`config.mk`:
```
export PLATFORM = sky130hd
export DESIGN_NAME = boot_remap_top
export DESIGN_NICKNAME = d
export VERILOG_FILES = /design/src/rtl/boot_remap_pkg.sv /design/src/rtl/remap_mode_reg.sv /design/src/rtl/remap_decode.sv /design/src/rtl/boot_remap_top.sv
export SDC_FILE = /design/constraint.sdc
export NUM_CORES = 1
export LEC_CHECK = 0
export BUFFER_PORTS_ARGS = -buffer_cell sky130_fd_sc_hd__buf_4
export CORE_MARGIN = 2
export CORE_UTILIZATION = 34
export DETAILED_ROUTE_END_ITERATION = 6
export PLACE_DENSITY = 0.79
export SLEW_MARGIN = 10
export SYNTH_ARGS = -nofsm -noshare
export SYNTH_HDL_FRONTEND = slang
export SYNTH_SLANG_ARGS = --single-unit
```
`constraint.sdc`:
```
create_clock -name clk -period 1.3 [get_ports clk]
set_clock_uncertainty 0.1 [all_clocks]
set_input_delay 0.13 -clock clk [delete_from_list [all_inputs] [get_ports clk]]
set_output_delay 0.13 -clock clk [all_outputs]
set_load 0.005 [all_outputs]
```
`src/rtl/boot_remap_pkg.sv`:
```
// Shared types and helpers for the boot remap selector.
// Assumes a 3-bit mode field and five region codes.
package boot_remap_pkg;

    localparam int MODE_W = 3;

    typedef enum logic [2:0] {
        RGN_NONE = 3'd0,
        RGN_MAIN = 3'd1,
        RGN_SYS  = 3'd2,
        RGN_SRAM = 3'd3,
        RGN_EXT  = 3'd4
    } region_t;

    // Maps the boot pin / option pair onto a mode encoding.
    function automatic logic [MODE_W-1:0] boot_to_mode(input logic pin, input logic opt);
        if (!pin)
            return 3'b000;
        else if (!opt)
            return 3'b001;
        else
            return 3'b011;
    endfunction

endpackage

```
`src/rtl/remap_mode_reg.sv`:
```
// Holds the remap mode. While reset is low it follows the boot inputs;
// after reset only a register write at offset zero changes it.
// Assumes byte offsets on reg_addr and a zero-extended read.
module remap_mode_reg
    import boot_remap_pkg::*;
#(
    parameter int REG_AW = 8,
    parameter int REG_DW = 32
) (
    input  logic              clk,
    input  logic              rst_n,
    input  logic              boot_pin,
    input  logic              boot_opt,
    input  logic              reg_wr,
    input  logic [REG_AW-1:0] reg_addr,
    input  logic [REG_DW-1:0] reg_wdata,
    output logic [REG_DW-1:0] reg_rdata,
    output logic [MODE_W-1:0] mode_q
);

    logic sel_mode;
    logic unused_wdata;

    assign sel_mode     = (reg_addr == '0);
    assign unused_wdata = ^reg_wdata[REG_DW-1:MODE_W];

    // Mode storage: boot value under reset, software value afterwards.
    always_ff @(posedge clk) begin
        if (!rst_n)
            mode_q <= boot_to_mode(boot_pin, boot_opt);
        else if (reg_wr && sel_mode)
            mode_q <= reg_wdata[MODE_W-1:0];
    end

    // Read mux: mode at offset zero, zero everywhere else.
    always_comb begin
        reg_rdata = '0;
        if (sel_mode)
            reg_rdata[MODE_W-1:0] = mode_q;
    end

endmodule

```
`src/rtl/remap_decode.sv`:
```
// Combinational address decoder. Addresses in the low window follow the
// mode; the rest use a fixed native map keyed on the top address bits.
// Assumes the window is 2**WIN_BITS bytes and two external banks of
// 2**BANK_BITS bytes each can be aliased.
module remap_decode
    import boot_remap_pkg::*;
#(
    parameter int ADDR_W    = 32,
    parameter int WIN_BITS  = 28,
    parameter int BANK_BITS = 26,
    parameter int NAT_MAIN  = 1,
    parameter int NAT_SYS   = 2,
    parameter int NAT_SRAM  = 3,
    parameter int NAT_EXT   = 6
) (
    input  logic [MODE_W-1:0]   mode,
    input  logic [ADDR_W-1:0]   addr,
    output region_t             region,
    output logic [WIN_BITS-1:0] offset,
    output logic                in_alias
);

    localparam int TAG_W   = ADDR_W - WIN_BITS;
    localparam int EXT_AW  = BANK_BITS + 1;

    logic [TAG_W-1:0] tag;
    region_t          alias_rgn;
    region_t          native_rgn;

    assign tag      = addr[ADDR_W-1:WIN_BITS];
    assign in_alias = (tag == '0);

    // Alias target chosen by the mode; the unused 010 falls back to main flash.
    always_comb begin
        if (mode[MODE_W-1])
            alias_rgn = RGN_EXT;
        else if (mode[1:0] == 2'b01)
            alias_rgn = RGN_SYS;
        else if (mode[1:0] == 2'b11)
            alias_rgn = RGN_SRAM;
        else
            alias_rgn = RGN_MAIN;
    end

    // Native map used above the alias window.
    always_comb begin
        if (tag == TAG_W'(NAT_MAIN))
            native_rgn = RGN_MAIN;
        else if (tag == TAG_W'(NAT_SYS))
            native_rgn = RGN_SYS;
        else if (tag == TAG_W'(NAT_SRAM))
            native_rgn = RGN_SRAM;
        else if (tag == TAG_W'(NAT_EXT))
            native_rgn = RGN_EXT;
        else
            native_rgn = RGN_NONE;
    end

    // Region and offset select; aliased external accesses see two banks only.
    generate
        if (EXT_AW < WIN_BITS) begin : g_ext_clip
            always_comb begin
                region = in_alias ? alias_rgn : native_rgn;
                offset = addr[WIN_BITS-1:0];
                if (in_alias && alias_rgn == RGN_EXT)
                    offset = {{(WIN_BITS-EXT_AW){1'b0}}, addr[EXT_AW-1:0]};
            end
        end else begin : g_ext_full
            always_comb begin
                region = in_alias ? alias_rgn : native_rgn;
                offset = addr[WIN_BITS-1:0];
            end
        end
    endgenerate

endmodule

```
`src/rtl/boot_remap_top.sv`:
```
// Top of the boot remap selector: mode register, decoder and a one-stage
// result register. An access sampled at an edge uses the mode held before
// that edge, so a write in the same cycle affects only later accesses.
module boot_remap_top
    import boot_remap_pkg::*;
#(
    parameter int ADDR_W    = 32,
    parameter int WIN_BITS  = 28,
    parameter int BANK_BITS = 26,
    parameter int REG_AW    = 8,
    parameter int REG_DW    = 32
) (
    input  logic                clk,
    input  logic                rst_n,
    input  logic                boot_pin,
    input  logic                boot_opt,
    input  logic                reg_wr,
    input  logic [REG_AW-1:0]   reg_addr,
    input  logic [REG_DW-1:0]   reg_wdata,
    output logic [REG_DW-1:0]   reg_rdata,
    input  logic                acc_req,
    input  logic [ADDR_W-1:0]   acc_addr,
    output logic                acc_valid,
    output logic [2:0]          acc_region,
    output logic [WIN_BITS-1:0] acc_offset,
    output logic                acc_alias
);

    logic [MODE_W-1:0]   mode_q;
    region_t             dec_region;
    logic [WIN_BITS-1:0] dec_offset;
    logic                dec_alias;

    remap_mode_reg #(
        .REG_AW (REG_AW),
        .REG_DW (REG_DW)
    ) u_mode (
        .clk       (clk),
        .rst_n     (rst_n),
        .boot_pin  (boot_pin),
        .boot_opt  (boot_opt),
        .reg_wr    (reg_wr),
        .reg_addr  (reg_addr),
        .reg_wdata (reg_wdata),
        .reg_rdata (reg_rdata),
        .mode_q    (mode_q)
    );

    remap_decode #(
        .ADDR_W    (ADDR_W),
        .WIN_BITS  (WIN_BITS),
        .BANK_BITS (BANK_BITS)
    ) u_dec (
        .mode     (mode_q),
        .addr     (acc_addr),
        .region   (dec_region),
        .offset   (dec_offset),
        .in_alias (dec_alias)
    );

    // Result stage: captures the decode of each requested access.
    always_ff @(posedge clk) begin
        if (!rst_n) begin
            acc_valid  <= 1'b0;
            acc_region <= RGN_NONE;
            acc_offset <= '0;
            acc_alias  <= 1'b0;
        end else begin
            acc_valid <= acc_req;
            if (acc_req) begin
                acc_region <= dec_region;
                acc_offset <= dec_offset;
                acc_alias  <= dec_alias;
            end
        end
    end

endmodule

```
# Word level (Yosys, flattened, before mapping)
# Cells that the tools add are included.
# word_totals
ff_bits	36
output_inout_bits	65
wordCells	31
# classes
eq_ne	8
mux	14
reduce_logical	4
# op_table
cell	count
3-bit 2-to-1 mux	11
28-bit 2-to-1 mux	1
4-bit by 2-bit equality test with 1-bit output (second input constant)	2
8-bit logical NOT	1
4-bit by 1-bit equality test with 1-bit output (second input constant)	1
4-bit by 3-bit equality test with 1-bit output (second input constant)	1
4-bit logical NOT	1
2-bit 2-to-1 mux	2
3-bit equality test (second input constant)	1
2-bit by 1-bit equality test with 1-bit output (second input constant)	1
2-bit equality test (second input constant)	1
1-bit logical AND	2
2-bit by 1-bit != test with 1-bit output (second input constant)	1

# Depth between registers and ports, before layout
# depth
depth_word	7
depth_mapped	4
mapped_depth_nobuf	3

# Hierarchy
# From an unflattened synthesis, not the netlist that was laid out.
# hier_totals
cells_unflattened	192
area_unflattened_um2	1950.6
# modules_own_cells
mod	instances	cells_per_inst	area_each_um2
boot_remap_top	1	105	1270.0
remap_mode_reg	1	48	406.6
remap_decode	1	39	274.0

# Worst setup path before layout
# No wires, ideal clock.
# synth_path
path_kind	input port to flip-flop
from	in reg_addr[5]
to	reg u_mode.mode_q[0] (enable)
setup_ns	0.300
arrival_ns	0.933
slack_ns	-0.033
cell_stages	3
cell_sequence	or4_4 -> nor2_4 -> a21bo_1
# synth_between
elab_chain_len	3
# synth_lines
item	line	rtl
from (decl)	boot_remap_top.sv:18	input logic [REG_AW-1:0] reg_addr,
8-bit logical NOT	remap_mode_reg.sv:24	assign sel_mode = (reg_addr == '0);
1-bit logical AND	remap_mode_reg.sv:31	else if (reg_wr && sel_mode)
2-bit by 1-bit != test with 1-bit output (no line)	-	
to (signal assigned)	remap_mode_reg.sv:30	mode_q <= boot_to_mode(boot_pin, boot_opt);
to (signal assigned)	remap_mode_reg.sv:32	mode_q <= reg_wdata[MODE_W-1:0];
to (decl)	remap_mode_reg.sv:18	output logic [MODE_W-1:0] mode_q
# No other way between the ends.
# A chain may end at the register's enable or synchronous reset.

# Final worst setup path
# layout_path
from	in reg_addr[6]
to	out reg_rdata[2]
# layout_between
elab_chain_len	2
# layout_lines
item	line	rtl
8-bit logical NOT	remap_mode_reg.sv:24	
3-bit 2-to-1 mux	remap_mode_reg.sv:38	if (sel_mode)
to (decl)	boot_remap_top.sv:20	output logic [REG_DW-1:0] reg_rdata,
# No other way between the ends.

==> impl_metrics.env <==
export IMPL_status="finished with violations"
export IMPL_violations="setup timing"
export IMPL_timing_rr_end="acc_region[2]$_SDFFE_PN0P_"
export IMPL_grt_usage=0.140
export IMPL_r2r_cells=3
export IMPL_clkSinkCount=36
export IMPL_drc=0
export IMPL_fin_crit_sh=1.05
export IMPL_crit_path_max_fanout=4
export IMPL_cp_data_arrival_time_ns=1.13
export IMPL_chipWidth_um=74.3
export IMPL_end_kind="primary output"
export IMPL_vdd_drop_max_mv=0.625
export IMPL_overflow=0
export IMPL_drv_slew=0
export IMPL_ys_types=25
export IMPL_synth_seq_area_share=0.447
export IMPL_grt_pass1_vias=1329
export IMPL_drtIter0Drc=28
export IMPL_port_buffers=84
export IMPL_final_hold_violation_count=0
export IMPL_final_nets=345
export IMPL_path_class="input port to primary output"
export IMPL_core_area_mm2=0.00475
export IMPL_synthArstFlopShare=0
export IMPL_intPower_uw=2070
export IMPL_cts_tree="yes"
export IMPL_yosys_warnings=0
export IMPL_p_total_uw=2650
export IMPL_syn_inst=163
export IMPL_antenna_found_initial=0
export IMPL_gp_congestion=0.795
export IMPL_grt_pass1_wl_um=5800
export IMPL_setup_tns_ns=-0.185
export IMPL_fmax_mhz=734
export IMPL_p_leak_uw=0.00128
export IMPL_start_util=0.353
export IMPL_synth_top_area_cell="dfxtp_1"
export IMPL_postRouteAntennaNets=0
export IMPL_antenna_cells=0
export IMPL_seqPwrFrac=0.460
export IMPL_comb_power_share=0.168
export IMPL_rsz0062_at_grt="true"
export IMPL_maxCapViolCount=0
export IMPL_hold_path_endpoint="acc_offset[3]$_SDFFE_PN0P_"
export IMPL_die_height_um=74.3
export IMPL_vias_per_cell=4.16
export IMPL_synth_edff_count=3
export IMPL_ctsLongestPathBuffers=2
export IMPL_drive_gt1_frac=0.388
export IMPL_reg2reg_from="u_mode.mode_q[2]$_SDFFCE_PN0P_"
export IMPL_synthTopCellsByArea="dfxtp_1 39%, mux2i_1 17%, buf_4 13%, nor2b_1 11%, edfxtp_1 5.4%"
export IMPL_clk_latency_ns=0.28
export IMPL_synth_area_per_cell_um2=10.3
export IMPL_r2r_setup_slack_ns=0.21
export IMPL_setup_viol=3
export IMPL_dp_hpwl_um=2660
export IMPL_crit_required_ns=1.07
export IMPL_pwr_share_clk=0.372
export IMPL_dr_pass1_iters=4
export IMPL_power_switching_uw=586
export IMPL_syn_area_mm2=0.00168
export IMPL_hold_path_class="input port to flip-flop"
export IMPL_fin_crit_ns=1.36
export IMPL_final_cells=335
export IMPL_die_area_mm2=0.00552
export IMPL_htree_levels=2
export IMPL_routed_wirelength_um=3840
export IMPL_synth_top_area_share=0.393
export IMPL_cts_root_buffer="clkbuf_8"
export IMPL_placed_cells=309
export IMPL_rows=25
export IMPL_grt_max_degree=24
export IMPL_wl_per_cell_um=11.5
export IMPL_yosys_register_bits=36
export IMPL_fin_ws_ns=-0.0627
export IMPL_critPathLaunchType="input port"
export IMPL_clk_pin_slew_ns=0.07
export IMPL_synth_common_cells="33 x dfxtp_1, 30 x buf_4, 29 x nor2b_1, 28 x mux2i_1"
export IMPL_vias=1394
export IMPL_power_density_mw_per_mm2=1010
export IMPL_cts_made_buffers=5
export IMPL_post_synth_top_count_cell="dfxtp_1"
export IMPL_io_pins=143
export IMPL_area_growth_pct=55.7
export IMPL_hp_start="acc_addr[3]"
export IMPL_ys_flop_type="dfxtp_1"
export IMPL_holdPathStages=3
export IMPL_netSwitchingFraction=0.221
==> layout make-up <==
class	instances	area, um2
sequential	36	751
tap	67	83.8
inverter	1	3.75
fill	426	2140
timing repair buffer	106	873
clock buffer	8	121
multi-input combinational	117	783
==> metal layers <==
layer	global-route usage	routed length, um	vias up
met5	0	0	-
met4	0.0357	9	0
met3	0.0623	358	2
met2	0.253	1940	76
met1	0.149	1530	629
li1	-	-	687
==> how the worst max path moves through the flow <==
stage | depth (start not counted) | from | to
after detailed placement | 4 | reg_addr[5] | u_mode.mode_q[2]$_SDFFCE_PN0P_
after global placement | 4 | reg_addr[5] | u_mode.mode_q[2]$_SDFFCE_PN0P_
after global routing | 5 | reg_addr[6] | reg_rdata[2]
after floorplan | 3 | reg_addr[5] | u_mode.mode_q[0]$_DFFE_PP_
final | 5 | reg_addr[6] | reg_rdata[2]
after CTS | 5 | reg_addr[2] | reg_rdata[2]
==> kinds of logic (layout without fill, tap and decap cells) <==
family	count (synthesis)	count (layout)	synth area share
buffers and inverters	38	115	0.154
other	1	29	0.00223
and+or+nand+nor	51	51	0.191
AOI/OAI and AO/OA	8	8	0.0320
DFF	36	36	0.447
muxes	29	29	0.173
==> flip-flops by register name, summed over array words and instances (netlist names) <==
signal / count
acc_valid: 1
acc_region: 3
acc_alias: 1
u_mode.mode_q: 3
acc_offset: 28
==> metrics by stage <==
step | setup WS [ns] | hold slack (ns) | util | cell area, um2
2_1_floorplan | -0.0306 | 0.132 | - | 1790
3_3_place_gp | -0.168 | 0.249 | 0.481 | 2290
3_5_place_dp | -0.202 | 0.243 | 0.481 | 2290
4_1_cts | -0.0628 | 0.000130 | 0.545 | 2590
5_1_grt | -0.106 | 0.00113 | 0.550 | 2620
6_report | -0.0627 | 0.00633 | 0.550 | 2620
==> power groups by stage <==
stage / clock network [uW] / logic (uW) / registers, uW
final: 987 / 446 / 1220
after floorplan: 0 / 229 / 1240
after global placement: 0 / 393 / 1240
after global routing: 1070 / 491 / 1230
after detailed placement: 0 / 403 / 1240
after CTS: 1020 / 444 / 1220
==> layout by cell type, fill, tap and decap left out <==
| cell type | n |
|---|---|
| buf_12 | 1 |
| o41ai_1 | 1 |
| nand3_1 | 1 |
| or4_4 | 2 |
| nand2b_1 | 1 |
| buf_4 | 82 |
| nand2_1 | 4 |
| buf_6 | 6 |
| and2_1 | 1 |
| edfxtp_1 | 3 |
| nand3b_1 | 3 |
| clkbuf_16 | 1 |
| clkbuf_8 | 7 |
| nor2b_1 | 29 |
| conb_1 | 29 |
| nor2_1 | 3 |
| nor2_4 | 1 |
| o21ai_0 | 3 |
| and2_4 | 3 |
| mux2_2 | 1 |
| dlygate4sd3_1 | 17 |
| a21oi_1 | 2 |
| nor3b_1 | 2 |
| nor4_1 | 1 |
| mux2i_1 | 28 |
| inv_1 | 1 |
| a21bo_1 | 1 |
| a32o_1 | 1 |
| dfxtp_1 | 33 |
==> worst max-delay path, stage by stage <==
cell	delay (ns)
buf_6	0.09
or4_4	0.53
nor2_4	0.15
and2_4	0.15
buf_6	0.08
==> what timing repair did <==
item / 4_1_cts / 5_1_grt
endpoints found under the hold margin: 16 / 0
gates cloned: 0 / 0
endpoints found under the setup margin: 3 / 3
resized for setup: 1 / 8
setup buffers: 1 / 0
hold buffers: 17 / 0
pin swaps: 4 / 4
No activity file was read; power rests on OpenSTA's default activity.
